$ cat src/rtl/ebus_pkg.sv
package ebus_pkg;
  typedef enum logic [1:0] {
    OP_READ  = 2'd0,
    OP_WRITE = 2'd1,
    OP_FETCH = 2'd2,
    OP_RSVD  = 2'd3
  } op_e;

  typedef enum logic [1:0] {
    ST_IDLE = 2'd0,
    ST_DATA = 2'd1,
    ST_HOLD = 2'd2
  } st_e;
endpackage

$ cat src/rtl/ebus_addr_gen.sv
module ebus_addr_gen #(
  parameter int ADDR_W = 20,
  parameter int BLK_W  = 4
) (
  input  logic [ADDR_W-1:0] addr_i,
  input  logic              bus16_i,
  output logic [ADDR_W-1:0] next_o
);
  localparam logic [BLK_W-1:0] STEP8  = BLK_W'(1);
  localparam logic [BLK_W-1:0] STEP16 = BLK_W'(2);

  logic [BLK_W-1:0] low;

  // wraps inside the aligned block; upper bits untouched
  always_comb begin
    low    = addr_i[BLK_W-1:0] + (bus16_i ? STEP16 : STEP8);
    next_o = {addr_i[ADDR_W-1:BLK_W], low};
  end
endmodule

$ cat src/rtl/ebus_lane_map.sv
module ebus_lane_map (
  input  logic       bus16_i,
  input  logic       fetch_i,
  input  logic [1:0] be_i,
  output logic       bl_o,
  output logic       bh_o
);
  always_comb begin
    if (!bus16_i) begin
      bl_o = 1'b1;
      bh_o = 1'b0;
    end else if (fetch_i) begin
      bl_o = 1'b1;
      bh_o = 1'b1;
    end else begin
      bl_o = be_i[0];
      bh_o = be_i[1];
    end
  end
endmodule

$ cat src/rtl/ebus_master.sv
module ebus_master
  import ebus_pkg::*;
#(
  parameter int ADDR_W    = 20,
  parameter int DATA_W    = 16,
  parameter int LEN_W     = 5,
  parameter int MIN_BURST = 2,
  parameter int MAX_BURST = 16
) (
  input  logic              clk_i,
  input  logic              rst_ni,
  input  logic              bus16_i,
  input  logic              req_valid_i,
  output logic              req_ready_o,
  input  logic [1:0]        req_op_i,
  input  logic [ADDR_W-1:0] req_addr_i,
  input  logic [1:0]        req_be_i,
  input  logic [DATA_W-1:0] req_wdata_i,
  input  logic [LEN_W-1:0]  req_len_i,
  output logic              rsp_valid_o,
  output logic [DATA_W-1:0] rsp_data_o,
  output logic              done_o,
  output logic [ADDR_W-1:0] bus_addr_o,
  output logic              bus_cs_o,
  output logic              bus_oe_o,
  output logic              bus_we_o,
  output logic              bus_bl_o,
  output logic              bus_bh_o,
  output logic [DATA_W-1:0] bus_dout_o,
  output logic              bus_doe_o,
  input  logic [DATA_W-1:0] bus_din_i,
  input  logic              bus_wait_i
);
  localparam int BLK_W = $clog2(MAX_BURST);
  localparam logic [LEN_W-1:0] LEN_MIN = LEN_W'(MIN_BURST);
  localparam logic [LEN_W-1:0] LEN_MAX = LEN_W'(MAX_BURST);

  st_e               st_q;
  op_e               op_q, op_in;
  logic              bus16_q;
  logic [ADDR_W-1:0] addr_q, addr_nxt, addr_start;
  logic [1:0]        be_q;
  logic [DATA_W-1:0] wdata_q, rdata_q;
  logic [LEN_W-1:0]  cnt_q, len_c, beats_m1;
  logic [LEN_W:0]    len_p1;
  logic              rvld_q;
  logic              accept, beat_end, is_wr, lane_bl, lane_bh;

  assign op_in  = op_e'(req_op_i);
  assign accept = req_valid_i && (st_q == ST_IDLE);

  always_comb begin
    if (req_len_i < LEN_MIN)      len_c = LEN_MIN;
    else if (req_len_i > LEN_MAX) len_c = LEN_MAX;
    else                          len_c = req_len_i;
    len_p1 = {1'b0, len_c} + 1'b1;
    if (op_in != OP_FETCH) beats_m1 = '0;
    else if (bus16_i)      beats_m1 = len_p1[LEN_W:1] - 1'b1;
    else                   beats_m1 = len_c - 1'b1;
    addr_start = req_addr_i;
    if (op_in == OP_FETCH && bus16_i) addr_start[0] = 1'b0;
  end

  assign beat_end = (st_q == ST_DATA) && !bus_wait_i;
  assign is_wr    = (op_q == OP_WRITE);

  ebus_addr_gen #(.ADDR_W(ADDR_W), .BLK_W(BLK_W)) u_addr (
    .addr_i (addr_q),
    .bus16_i(bus16_q),
    .next_o (addr_nxt)
  );

  ebus_lane_map u_lane (
    .bus16_i(bus16_q),
    .fetch_i(op_q == OP_FETCH),
    .be_i   (be_q),
    .bl_o   (lane_bl),
    .bh_o   (lane_bh)
  );

  always_ff @(posedge clk_i or negedge rst_ni) begin
    if (!rst_ni) begin
      st_q    <= ST_IDLE;
      op_q    <= OP_READ;
      bus16_q <= 1'b1;
      addr_q  <= '0;
      be_q    <= '0;
      wdata_q <= '0;
      cnt_q   <= '0;
    end else begin
      case (st_q)
        ST_IDLE: if (accept) begin
          st_q    <= ST_DATA;
          op_q    <= op_in;
          bus16_q <= bus16_i;
          addr_q  <= addr_start;
          be_q    <= req_be_i;
          wdata_q <= req_wdata_i;
          cnt_q   <= beats_m1;
        end
        ST_DATA: if (beat_end) begin
          if (cnt_q == '0) begin
            st_q <= ST_HOLD;
          end else begin
            cnt_q  <= cnt_q - 1'b1;
            addr_q <= addr_nxt;
          end
        end
        ST_HOLD: st_q <= ST_IDLE;
        default: st_q <= ST_IDLE;
      endcase
    end
  end

  // capture only on the edge that closes an unstalled read phase
  always_ff @(posedge clk_i or negedge rst_ni) begin
    if (!rst_ni) begin
      rvld_q  <= 1'b0;
      rdata_q <= '0;
    end else begin
      rvld_q <= beat_end && !is_wr;
      if (beat_end && !is_wr)
        rdata_q <= bus16_q ? bus_din_i : {{(DATA_W-8){1'b0}}, bus_din_i[7:0]};
    end
  end

  assign req_ready_o = (st_q == ST_IDLE);
  assign rsp_valid_o = rvld_q;
  assign rsp_data_o  = rdata_q;
  assign done_o      = (st_q == ST_HOLD);
  assign bus_addr_o  = addr_q;
  assign bus_cs_o    = (st_q == ST_DATA);
  assign bus_oe_o    = bus_cs_o && !is_wr;
  assign bus_we_o    = bus_cs_o && is_wr;
  assign bus_doe_o   = bus_we_o;
  assign bus_dout_o  = wdata_q;
  assign bus_bl_o    = bus_cs_o && lane_bl;
  assign bus_bh_o    = bus_cs_o && lane_bh;

  p_ready_idle_r1: assert property (@(posedge clk_i) disable iff (!rst_ni)
    req_ready_o |-> !bus_cs_o);
  p_start_cs_r1: assert property (@(posedge clk_i) disable iff (!rst_ni)
    (req_valid_i && req_ready_o) |=> bus_cs_o);
  p_lane_8bit_r3: assert property (@(posedge clk_i) disable iff (!rst_ni)
    (bus_cs_o && !bus16_q) |-> (bus_bl_o && !bus_bh_o));
  p_blk_const_r5: assert property (@(posedge clk_i) disable iff (!rst_ni)
    (bus_cs_o && $past(bus_cs_o)) |-> (bus_addr_o[ADDR_W-1:BLK_W] == $past(bus_addr_o[ADDR_W-1:BLK_W])));
  p_wait_stall_r7: assert property (@(posedge clk_i) disable iff (!rst_ni)
    (bus_cs_o && bus_wait_i) |=> (bus_cs_o && $stable(bus_addr_o) && !rsp_valid_o));
  p_hold_addr_r8: assert property (@(posedge clk_i) disable iff (!rst_ni)
    $fell(bus_cs_o) |-> ($stable(bus_addr_o[ADDR_W-1:1]) && done_o));
  p_no_drive_rd_r9: assert property (@(posedge clk_i) disable iff (!rst_ni)
    bus_oe_o |-> !bus_doe_o);
  p_rsp_after_beat_r10: assert property (@(posedge clk_i) disable iff (!rst_ni)
    rsp_valid_o |-> $past(bus_cs_o && !bus_wait_i && bus_oe_o));
endmodule

$ cat config.mk
export PLATFORM = sky130hd
export DESIGN_NAME = ebus_master
export DESIGN_NICKNAME = d
export VERILOG_FILES = /design/src/rtl/ebus_pkg.sv /design/src/rtl/ebus_addr_gen.sv /design/src/rtl/ebus_lane_map.sv /design/src/rtl/ebus_master.sv
export SDC_FILE = /design/constraint.sdc
export NUM_CORES = 1
export LEC_CHECK = 0
export BUFFER_PORTS_ARGS = -buffer_cell sky130_fd_sc_hd__buf_2
export CAP_MARGIN = 20
export CORE_MARGIN = 2
export CORE_UTILIZATION = 44
export CTS_CLUSTER_DIAMETER = 100
export DETAILED_ROUTE_END_ITERATION = 8
export GPL_TIMING_DRIVEN = 0
export HOLD_SLACK_MARGIN = 0.15
export PLACE_DENSITY = 0.82
export SLEW_MARGIN = 10
export SYNTH_ARGS = -nofsm -noshare
export SYNTH_HDL_FRONTEND = slang
export SYNTH_HIERARCHICAL = 1
export SYNTH_SLANG_ARGS = --single-unit
$ cat constraint.sdc
create_clock -name clk_i -period 1.6 [get_ports clk_i]
set_input_delay 0.08 -clock clk_i [delete_from_list [all_inputs] [get_ports clk_i]]
set_output_delay 0.08 -clock clk_i [all_outputs]
set_load 0.05 [all_outputs]
==> parameters.txt <==
Parameter                              Value

Drt
  Total Wirelength    between 9000 and 10000 um
  Residual antenna-violating net count after detailed routing    0
  Via total after detailed routing    3158
  Vias/cell    approximately 5.0
  Iteration-0 DRC count of the detailed router    89
  Routed wire per std cell    15.25 um
  Number of iterations in the first detailed-routing pass    4
  Post-route DRC violation count    0

Yosys
  Post-Syn Nets    between 300 and 400
  Count leader, synth    nand2_1
  Yosys Warn Count    6
  Post-Synthesis Cell Area    around 3300 um^2
  Seq/Total Area, Yosys    about 50%
  Area share of the leading cell type in the synthesized netlist    48.93%
  Leading cell types by total area after synthesis    dfrtp_1, nand2_1, mux2_2
  Fraction of registers with async set/reset    100.0%
  Most numerous cell types in the synthesized netlist    nand2_1, dfrtp_1, o21ai_0
  Flip-flop cell with the highest count after synthesis    dfrtp_1
  Number of synthesized register bits    65
  Count of different cell masters after synthesis    47
  Number of instances in the synthesized netlist    roughly 310
  Count of flip-flops with a built-in enable after synthesis    0
  Most area-hungry cell type in the Yosys netlist    dfrtp_1
  Per-instance average area after synthesis    ~10 um^2

STA
  Minimum setup slack in the final design    -61.04 ps
  Timing-limited maximum frequency    between 600 and 700 MHz
  Final setup violation count    3
  Final setup skew    ~6.3 ps
  RSZ-0062 raised after global routing    yes
  Period utilisation layout    103.8%
  Worst-Margin Slew    815.9 ps
  Worst relative slew slack    a little under half
  Final number of hold-violating endpoints    0
  Max-slew violation count    0
  Min Tclk post-route    between 1500 and 2000 ps

Cells and area
  Layout net count    around 600
  Reg area    approximately 1600 um^2
  Final antenna diode count    0
  Final core utilization    between 70% and 80%
  Total area of multi-input combinational cells    1411 um^2
  Filler Cells Inserted    about 520
  Layout area overhead    54.59%
  Share of post-route cells with drive strength above 1    approximately 44%

Global routing
  Routing usage on met2    between 40% and 50%
  Met1 usage in global routing    between 20% and 30%
  Total routing resource utilization after global routing    about a quarter
  Antenna violations before repair    0
  Wire length of the first global-routing pass    between 15000 and 20000 um
  Maximum number of pins on one net before global-route repair    66
  Met3 track demand over resource in global routing    about 5.1%
  Gr busiest metal    met2
  Via count of the first global-routing pass    between 3000 and 4000
  GRT Residual Overflow    0

Run
  Number of maximum-capacitance violations    0

Power
  Total power after layout    roughly 12 mW
  Worst ir drop on vdd    roughly 1.8 mV
  Logic gate share of total power    between 60% and 70%
  Int Pwr    about 6 mW
  Total net switching power    just under 6 mW
  Leakage    between 2 and 3 nW
  Sw Ratio    between 40% and 50%
  Sequential power share    between 20% and 30%
  Ratio of total power to cell area    around 2300 nW/um^2
  Proportion of power drawn by the clock network    between 10 and 15%

Worst hold path
  Startpoint of the worst hold path    req_addr_i[0]
  Hold Crit Class    input port to register
  Hold Path Stages    4
  Hold EP    bus_addr_o[0]

Clock tree
  CTS tree    built
  Number of CTS-inserted buffers    9
  Max Root-Sink Buffers    2
  Clock tree root driver cell    clkbuf_8
  Clock transition at path regs    around 70 ps
  Clock latency on the worst-skew pair    about 330 ps
  Total clock sinks    65
  H-Tree Level Count    3

Die
  X dimension of the die    around 90 um
  Initial Util    between 40% and 50%
  Placement row count    31
  Die Ht    approximately 90 um
  Number of primary I/O pins    around 130
  Area of the placeable core    roughly 7200 um^2
  DIE AREA    slightly above 8000 um^2

Critical path
  Critical Path Max Stage Delay    approximately 570 ps
  Worst reg2reg path endpoint    bus_addr_o[2]
  Critical path class    register to primary output
  Crit. End Element    primary output
  CP Data Required Time    approximately 1500 ps
  Category of the worst setup path launch point    register
  Critical-path cell with the highest stage delay    dfstp_2
  Reg-to-reg setup timing slack    -30 ps
  Critical-path maximum fanout    5
  FF-to-FF path depth    6
  Launching point of the worst reg2reg path    bus16_q
  Critical Path, Cell by Cell    or3b_4, and2_4, buf_6
  Arrival time at the worst endpoint    1580 ps

Status
  Run status    finished with violations
  Violations in the final reports    negative setup slack

Place
  Final weighted congestion of routability-driven global placement    0.8652
  Detailed placement HPWL    about 6000 um
  Port-buffer cells    between 100 and 150
## layout make-up
class	count	area share, %
clock inverters	5	2.028
flip-flops and latches	65	32.25
well taps	99	2.448
clock buffers	11	2.794
repair buffers	200	27.00
inverters	8	0.9397
multi-input cells	210	27.89
plain buffers	29	4.649
## worst max path at each step
| stage | startpoint | endpoint | slack [ps] | depth (start not counted) |
|---|---|---|---|---|
| after global routing | bus16_q | bus_addr_o[2] | -110 | 6 |
| after detailed placement | req_len_i[2] | cnt_q[4] | -140 | 8 |
| after global placement | req_len_i[2] | cnt_q[4] | -100 | 8 |
| final | bus16_q | bus_bl_o | -60 | 3 |
| after CTS | st_q[1] | bus_we_o | -70 | 7 |
| after floorplan | st_q[1] | rsp_data_o[6] | 2 | 7 |
## kinds of logic (layout without fill, tap and decap cells)
family / Yosys count / count (layout) / share of synthesized area, %
simple gates: 111 / 111 / 15.83
flops: 65 / 65 / 49.73
compound gates: 51 / 51 / 10.05
mux: 40 / 40 / 13.04
buf+inv: 38 / 253 / 8.295
fa+ha+maj: 6 / 6 / 2.523
xor+xnor: 2 / 2 / 0.5353
## critical path: cells and delay by family, from the launching register on
kind / cells / cell delay (ps)
simple gates: 2 / 530
flops: 1 / 570
buf+inv: 1 / 140
## timing repair
action / 4_1_cts / 5_1_grt
gates cloned: 1 / 0
setup endpoints to repair: 40 / 54
hold endpoints to repair: 123 / 0
hold buffers: 58 / 0
pin swaps: 1 / 3
buffers inserted: 11 / 4
gates resized for setup: 19 / 16
## per-stage QoR
stage	instances	TNS [ps]	hold WS, ps	worst slack (ps)	cell area, um^2
floorplan	313	0	-215.6	2.294	3286
global placement	538	-1324	270.3	-99.51	4040
detailed placement	538	-1665	223.2	-144.9	4043
CTS	624	-175.0	150.4	-72.76	5005
global route	627	-434.2	222.6	-111.5	5060
finish	627	-139.7	162.0	-61.04	5060
## power by group through the flow
stage          sequential, mW  combinational, mW  clock [mW]
6_report                 3.00               7.09        1.69
5_1_grt                  3.10               7.54        1.78
4_1_cts                  2.97               6.85        1.73
3_5_place_dp             2.99               6.38           0
3_3_place_gp             2.94               6.23           0
2_1_floorplan            5.08               2.83           0
## metal layers
layer	wire length (um)	part of all wire [%]
met1	3877	41
met2	4939	52
met3	518	5.4
met4	228	2.4
met5	0	0
## layout by cell type, fill, tap and decap left out, types with 3 or more instances in the layout
cell type,synthesis,final
mux2i_1,19,19
nor2_1,8,7
nor2b_1,4,4
buf_2,4,126
ha_1,5,4
dfrtp_2,0,3
buf_4,20,34
a21oi_1,5,5
buf_6,5,8
bufinv_16,0,3
mux2_2,21,21
and2_4,0,3
dfrtp_1,64,61
dlygate4sd3_1,0,58
nand3_1,10,10
clkbuf_8,0,10
nand2_1,71,70
inv_1,6,4
o21ai_1,0,6
o21ai_0,26,20
buf_8,0,3
## sequential cells by signal (all words and copies together), names as in the netlist
| signal | flops |
|---|---|
| be_q | 2 |
| bus16_q | 1 |
| bus_addr_o | 20 |
| bus_dout_o | 16 |
| cnt_q | 5 |
| op_q | 2 |
| rsp_data_o | 16 |
| rsp_valid_o | 1 |
| st_q | 2 |
Note: power is estimated with default switching activity, not from simulation.
